File: config.mk
export PLATFORM = sky130hd
export DESIGN_NAME = acpi_sleep_seq
export DESIGN_NICKNAME = d
export VERILOG_FILES = /design/src/rtl/acpi_sleep_pkg.sv /design/src/rtl/btn_hold_counter.sv /design/src/rtl/ack_timer.sv /design/src/rtl/wake_status.sv /design/src/rtl/sleep_fsm.sv /design/src/rtl/acpi_sleep_seq.sv
export SDC_FILE = /design/constraint.sdc
export NUM_CORES = 1
export LEC_CHECK = 0
export BUFFER_PORTS_ARGS = -buffer_cell sky130_fd_sc_hd__buf_2
export CORE_AREA = 2 2 89 91
export CTS_CLUSTER_SIZE = 16
export DETAILED_ROUTE_END_ITERATION = 8
export DIE_AREA = 0 0 91 93
export HOLD_SLACK_MARGIN = 0.1
export MAX_ROUTING_LAYER = met4
export PLACE_DENSITY = 0.47
export SYNTH_ARGS = -nofsm -noshare
export SYNTH_HDL_FRONTEND = slang
export SYNTH_HIERARCHICAL = 1
export SYNTH_SLANG_ARGS = --single-unit
File: constraint.sdc
create_clock -name clk -period 2.8 [get_ports clk]
set_input_delay 0.28 -clock clk [delete_from_list [all_inputs] [get_ports clk]]
set_output_delay 0.28 -clock clk [all_outputs]
set_load 0.005 [all_outputs]
File: src/rtl/acpi_sleep_pkg.sv
package acpi_sleep_pkg;

    typedef enum logic [3:0] {
        ST_ON,
        ST_STOPREQ,
        ST_S1,
        ST_S3,
        ST_S4,
        ST_S5,
        ST_DROP5,
        ST_DROP4,
        ST_DROP3
    } slp_state_t;

    localparam logic [2:0] CODE_S1 = 3'd1;
    localparam logic [2:0] CODE_S3 = 3'd5;
    localparam logic [2:0] CODE_S4 = 3'd6;
    localparam logic [2:0] CODE_S5 = 3'd7;

    function automatic logic code_ok(input logic [2:0] code);
        return (code == CODE_S1) || (code == CODE_S3) ||
               (code == CODE_S4) || (code == CODE_S5);
    endfunction

    function automatic slp_state_t code_target(input logic [2:0] code);
        slp_state_t t;
        unique case (code)
            CODE_S1: t = ST_S1;
            CODE_S3: t = ST_S3;
            CODE_S4: t = ST_S4;
            default: t = ST_S5;
        endcase
        return t;
    endfunction

endpackage

File: src/rtl/btn_hold_counter.sv
module btn_hold_counter #(
    parameter int HOLD_TICKS = 131072
) (
    input  logic clk,
    input  logic rst_n,
    input  logic tick,
    input  logic btn_n,
    output logic fire
);
    localparam int CW = $clog2(HOLD_TICKS + 1);
    localparam logic [CW-1:0] LAST = CW'(HOLD_TICKS - 1);
    localparam logic [CW-1:0] SAT  = CW'(HOLD_TICKS);

    logic [CW-1:0] held_q;

    always_ff @(posedge clk or negedge rst_n) begin
        if (!rst_n) begin
            held_q <= '0;
        end else if (btn_n) begin
            held_q <= '0;
        end else if (tick && held_q != SAT) begin
            held_q <= held_q + 1'b1;
        end
    end

    assign fire = !btn_n && tick && (held_q == LAST);

    // the count saturates and a released button restarts it
    assert_hold_sat_R7: assert property (@(posedge clk) disable iff (!rst_n)
        held_q <= SAT);
    assert_release_restart_R7: assert property (@(posedge clk) disable iff (!rst_n)
        btn_n |=> held_q == '0);
endmodule

File: src/rtl/ack_timer.sv
module ack_timer #(
    parameter int TMO_W = 8
) (
    input  logic             clk,
    input  logic             rst_n,
    input  logic             run,
    input  logic [TMO_W-1:0] limit,
    output logic             expired
);
    logic [TMO_W-1:0] wait_q;

    always_ff @(posedge clk or negedge rst_n) begin
        if (!rst_n) begin
            wait_q <= '0;
        end else if (!run) begin
            wait_q <= '0;
        end else if (wait_q != limit) begin
            wait_q <= wait_q + 1'b1;
        end
    end

    assign expired = run && (wait_q == limit);

    // with a stable limit the wait never passes it
    assert_tmr_bound_R4: assert property (@(posedge clk) disable iff (!rst_n)
        (run && $stable(limit)) |-> wait_q <= limit);
endmodule

File: src/rtl/wake_status.sv
module wake_status (
    input  logic clk,
    input  logic rst_n,
    input  logic set,
    input  logic clr,
    output logic sts
);
    always_ff @(posedge clk or negedge rst_n) begin
        if (!rst_n)   sts <= 1'b0;
        else if (set) sts <= 1'b1;
        else if (clr) sts <= 1'b0;
    end

    assert_set_wins_R9: assert property (@(posedge clk) disable iff (!rst_n)
        set |=> sts);
    assert_clear_R9: assert property (@(posedge clk) disable iff (!rst_n)
        (!set && clr) |=> !sts);
    assert_sticky_R9: assert property (@(posedge clk) disable iff (!rst_n)
        (!set && !clr) |=> sts == $past(sts));
endmodule

File: src/rtl/sleep_fsm.sv
module sleep_fsm
    import acpi_sleep_pkg::*;
(
    input  logic       clk,
    input  logic       rst_n,
    input  logic       tick,
    input  logic       cmd_wr,
    input  logic [2:0] cmd_type,
    input  logic       cmd_en,
    input  logic       cmd_psleep,
    input  logic       stop_ack,
    input  logic       tmr_expired,
    input  logic       wake_evt,
    input  logic       ovr_fire,
    output logic       tmr_run,
    output logic       wake_taken,
    output logic       stop_clk,
    output logic       cpu_sleep,
    output logic       cut_s3,
    output logic       cut_s4,
    output logic       cut_s5
);
    slp_state_t state_q, state_d;
    slp_state_t tgt_q, tgt_d;
    logic       psl_q, psl_d;

    always_ff @(posedge clk or negedge rst_n) begin
        if (!rst_n) begin
            state_q <= ST_ON;
            tgt_q   <= ST_S1;
            psl_q   <= 1'b0;
        end else begin
            state_q <= state_d;
            tgt_q   <= tgt_d;
            psl_q   <= psl_d;
        end
    end

    always_comb begin
        state_d    = state_q;
        tgt_d      = tgt_q;
        psl_d      = psl_q;
        wake_taken = 1'b0;
        if (ovr_fire) begin
            state_d = ST_S5;
        end else begin
            unique case (state_q)
                ST_ON: begin
                    if (cmd_wr && cmd_en && code_ok(cmd_type)) begin
                        state_d = ST_STOPREQ;
                        tgt_d   = code_target(cmd_type);
                        psl_d   = cmd_psleep;
                    end
                end
                ST_STOPREQ: begin
                    if (stop_ack || tmr_expired) state_d = tgt_q;
                end
                ST_S1, ST_S3: begin
                    if (wake_evt) begin
                        state_d    = ST_DROP3;
                        wake_taken = 1'b1;
                    end
                end
                ST_S4: begin
                    if (wake_evt) begin
                        state_d    = ST_DROP4;
                        wake_taken = 1'b1;
                    end
                end
                ST_S5: begin
                    if (wake_evt) begin
                        state_d    = ST_DROP5;
                        wake_taken = 1'b1;
                    end
                end
                ST_DROP5: if (tick) state_d = ST_DROP4;
                ST_DROP4: if (tick) state_d = ST_DROP3;
                ST_DROP3: if (tick) state_d = ST_ON;
                default:  state_d = ST_ON;
            endcase
        end
    end

    always_comb begin
        tmr_run   = (state_q == ST_STOPREQ);
        stop_clk  = (state_q != ST_ON);
        cpu_sleep = (state_q == ST_S1) && psl_q;
        cut_s3    = (state_q == ST_S3) || (state_q == ST_S4) || (state_q == ST_S5) ||
                    (state_q == ST_DROP5) || (state_q == ST_DROP4);
        cut_s4    = (state_q == ST_S4) || (state_q == ST_S5) || (state_q == ST_DROP5);
        cut_s5    = (state_q == ST_S5);
    end

    // a command is accepted only from ON, and it first asks for stop-clock
    assert_accept_from_on_R1: assert property (@(posedge clk) disable iff (!rst_n)
        (state_q == ST_STOPREQ && $past(state_q) != ST_STOPREQ) |-> $past(state_q) == ST_ON);
    assert_no_accept_off_R10: assert property (@(posedge clk) disable iff (!rst_n)
        (state_q != ST_ON && !ovr_fire && state_q != ST_STOPREQ) |=> state_q != ST_STOPREQ);
    // a power cut rises only after a handshake or an override
    assert_entry_path_R3: assert property (@(posedge clk) disable iff (!rst_n)
        $rose(cut_s3) |-> ($past(state_q) == ST_STOPREQ || $past(ovr_fire)));
    assert_override_s5_R7: assert property (@(posedge clk) disable iff (!rst_n)
        ovr_fire |=> cut_s5);
    assert_s1_no_cut_R5: assert property (@(posedge clk) disable iff (!rst_n)
        (state_q == ST_S1) |-> (!cut_s3 && stop_clk));
    assert_cut_nest_R6: assert property (@(posedge clk) disable iff (!rst_n)
        (cut_s5 |-> cut_s4) and (cut_s4 |-> cut_s3) and (cut_s3 |-> stop_clk));
    // stop-clock falls only from the last release step
    assert_clk_last_R8: assert property (@(posedge clk) disable iff (!rst_n)
        $fell(stop_clk) |-> ($past(state_q) == ST_DROP3 && $past(tick)));
    assert_one_step_R8: assert property (@(posedge clk) disable iff (!rst_n)
        ($fell(cut_s4) && !$past(ovr_fire)) |-> (cut_s3 && !cut_s5));
endmodule

File: src/rtl/acpi_sleep_seq.sv
module acpi_sleep_seq #(
    parameter int HOLD_TICKS = 131072,
    parameter int TMO_W      = 8
) (
    input  logic             clk,
    input  logic             rst_n,
    input  logic             rtc_tick,
    input  logic             cmd_wr,
    input  logic [2:0]       cmd_type,
    input  logic             cmd_en,
    input  logic             cmd_psleep,
    input  logic             sts_clr,
    input  logic [TMO_W-1:0] ack_timeout,
    input  logic             stop_ack,
    input  logic             wake_evt,
    input  logic             pwr_btn_n,
    output logic             cpu_stop_clk,
    output logic             cpu_sleep,
    output logic             pwr_cut_s3,
    output logic             pwr_cut_s4,
    output logic             pwr_cut_s5,
    output logic             wake_sts
);
    logic ovr_fire, tmr_run, tmr_expired, wake_taken;

    btn_hold_counter #(.HOLD_TICKS(HOLD_TICKS)) u_btn (
        .clk(clk), .rst_n(rst_n), .tick(rtc_tick), .btn_n(pwr_btn_n), .fire(ovr_fire)
    );

    ack_timer #(.TMO_W(TMO_W)) u_tmr (
        .clk(clk), .rst_n(rst_n), .run(tmr_run), .limit(ack_timeout), .expired(tmr_expired)
    );

    sleep_fsm u_fsm (
        .clk(clk), .rst_n(rst_n), .tick(rtc_tick),
        .cmd_wr(cmd_wr), .cmd_type(cmd_type), .cmd_en(cmd_en), .cmd_psleep(cmd_psleep),
        .stop_ack(stop_ack), .tmr_expired(tmr_expired), .wake_evt(wake_evt),
        .ovr_fire(ovr_fire), .tmr_run(tmr_run), .wake_taken(wake_taken),
        .stop_clk(cpu_stop_clk), .cpu_sleep(cpu_sleep),
        .cut_s3(pwr_cut_s3), .cut_s4(pwr_cut_s4), .cut_s5(pwr_cut_s5)
    );

    wake_status u_wsts (
        .clk(clk), .rst_n(rst_n), .set(wake_taken), .clr(sts_clr), .sts(wake_sts)
    );

    // wake status rises only on a wake seen while sleeping
    assert_wake_cause_R9: assert property (@(posedge clk) disable iff (!rst_n)
        $rose(wake_sts) |-> ($past(wake_evt) && $past(cpu_stop_clk)));
    assert_reset_idle_R11: assert property (@(posedge clk)
        !rst_n |-> !(cpu_stop_clk || pwr_cut_s3 || wake_sts));
endmodule

==> results_dict.tcl <==
set metrics [dict create \
    outcome "finished, final reports clean" \
    cp_max_fo 6 \
    clockBufferDepth 2 \
    cp-start-kind "flip-flop" \
    port_buffers 26 \
    leakage_uw 0.00106 \
    hold_ws_ps 81.3 \
    drive_gt1_share_pct 20.9 \
    utilization_pct 33.8 \
    irDropWorstVdd_mv 0.166 \
    tightest_slew_ps 843 \
    place.gp.congestion 0.791 \
    yosysMostFrequentCell "dfrtp_1" \
    setup_viol 0 \
    power-per-cell-area_nw_per_um2 622 \
    skew_ps 9.00 \
    antenna_cells 0 \
    placedCellCount 362 \
    synth_fa_ha_area_share_pct 1.70 \
    final_nets 291 \
    synthArstFlopShare_pct 100 \
    h-tree-depth 2 \
    detail_route.first_pass.iterations 4 \
    fin_crit_ps 2450 \
    post-route-period-util_pct 87.4 \
    worst-setup-path-type "reg -> reg" \
    clk_latency_ps 290 \
    ys_ff_latch 35 \
    fmax_mhz 409 \
    synth_edf_count 0 \
    post_cts_resized 0 \
    grt_pass1_wl_um 8430 \
    start_util_pct 29.4 \
    cts_root_buf "clkbuf_8" \
    relSlewSlack_pct 43.8 \
    critPathSlowestCell "or4_1" \
    cts_sinks 35 \
    rsz0062_at_grt "no" \
    synth_top_family_by_area "simple AND/OR/NAND/NOR gates" \
    ioPinCount 27 \
    cpPeakStageDelay_ps 470 \
    yosysSeqAreaShare_pct 39.6 \
    finalHoldViolCount 0 \
    synth_compound_area_share_pct 13.2 \
    maxCapViolCount 0 \
    cts_tree "done" \
    r2r.worst_path.cells 6 \
    postCtsHoldBufs 0 \
    cp.required_ps 2970 \
    synth_xor_area_share_pct 6.33 \
    critPathCapture "u_fsm/tgt_q[2]" \
    first_global_vias 1697 \
    num_rows 32 \
    grt.total_usage_pct 12.7 \
    r2r_end "u_fsm/tgt_q[2]" \
    ys_top_cells_by_count "34 x dfrtp_1, 27 x nand2_1, 18 x nor2_1" \
    synth-simple-area-share_pct 27.7 \
    fin_cells 370 \
    synth_top_cell_by_area "dfrtp_1" \
    synthTopCellsByArea "dfrtp_1 38%, xor2_1 5.5%, nand2_1 4.6%" \
    setup_slack_ps 354 \
    overflow 0 \
    drv_slew 0 \
    pre_cts_ws_ps 322 \
    path_cells "nand2_1 > or3_1 > or4_1 > nor4_1 > or4_4 > mux2_4" \
    wl_per_cell_um 13.2 \
    path_clk_slew_ps 80 \
    dp_hpwl_um 3430 \
    yosys.area.top_type_share_pct 38.5 \
    endpoint_kind "flip-flop" \
    holdCritPathClass "in -> async" \
    die_height_um 93 \
    muxShareOfSynthArea_pct 6.39 \
    syn2layout_area_growth_pct 14.9 \
    first_iter_violations 86 \
    timing.critical_path.arrival_ps 2620 \
    antenna_found_initial 0 \
    syn-num-nets 265 \
    vias 1797 \
    startpoint "u_btn/held_q[13]" \
    die_area_um2 8460 \
    ys.flop_type "dfrtp_1" \
    drc 0 \
    post_cts_buffers 0 \
    cts_made_buffers 5 \
    worst_r2r_startpoint "u_btn/held_q[13]" \
    fin_setup_tns_ps 0 \
    vias_per_cell 4.86 \
    yosys_warnings 6 \
    ant_nets 0 \
    routed_wirelength_um 4900 \
    grt_max_degree 36 \
    syn_area_per_cell_um2 9.18 \
    synth_cells 241 \
    netlist_area_um2 2210 \
    core_um2 7530 \
    fp.dieW_um 91 \
    synthDistinctLibCells 48 \
    r2r_slack_ps 350 \
]
-- per-layer routing --
metal  track usage [%]  wire (um)  vias to the layer above
met1              17.7       2480                      841
met2              19.0       2210                       31
li1                  -          -                      921
met4              2.65         33                        0
met3              2.82        169                        4
met5                 -          0                        -
-- critical path, delay by kind of cell (launching register included) --
| kind | cells | cell delay [ps] |
|---|---|---|
| simple gates | 5 | 1620 |
| mux | 1 | 300 |
| flops | 1 | 410 |
-- per-stage QoR --
stage               total power [uW]  cell area (um^2)
finish                          1580              2540
global route                    1710              2540
CTS                             1610              2540
detailed placement              1180              2440
global placement                1180              2440
floorplan                       1040              2210
-- final cells by class --
type,instances,area [um^2]
Inverter,10,37.5
Clock buffer,8,100
Sequential cell,35,877
Fill cell,804,4990
Timing Repair Buffer,31,168
Tap cell,102,128
Multi-Input combinational cell,184,1230
-- cells by family (layout without fill, tap and decap cells) --
kind of cell | Yosys count | in the layout
fa+ha+maj | 3 | 3
buf+inv | 22 | 49
compound gates | 43 | 43
simple gates | 109 | 109
xor+xnor | 16 | 16
mux | 13 | 13
flops | 35 | 35
-- how the worst min path moves through the flow --
stage | start | end | slack (ps) | cells after the start
final | rst_n | u_tmr/wait_q[6] | 80 | 1
after global routing | rst_n | u_tmr/wait_q[5] | 160 | 1
after CTS | rst_n | u_tmr/wait_q[6] | 120 | 1
after detailed placement | rst_n | u_tmr/wait_q[6] | 440 | 1
after global placement | rst_n | u_tmr/wait_q[6] | 440 | 1
after floorplan | rst_n | u_btn/held_q[0] | -20 | 0
-- report_power, final --
part	internal (uW)	switching, uW	total (uW)
clock network	225	188	413
logic	241	234	475
registers	581	109	691
total	1050	532	1580
-- flip-flops by register name, summed over array words and instances (netlist names) --
name	cells
u_btn/held_q	18
u_tmr/wait_q	8
u_fsm/state_q	4
u_fsm/tgt_q	3
u_fsm/psl_q	1
u_wsts/sts	1
-- placed cells by master (no fill, tap or decap), drive strengths merged, types with 3 or more instances in the layout --
cell	count
inv	10
or4	6
nand2	27
dfrtp	34
nand4	9
a211oi	3
nor4b	4
or3	8
buf	31
nor4	8
o21ai	11
a21o	3
xor2	14
nand2b	8
mux2i	10
clkbuf	8
mux2	3
nor2	18
a21oi	13
nand3	10
ha	3
No activity file was read; power rests on OpenSTA's default activity.
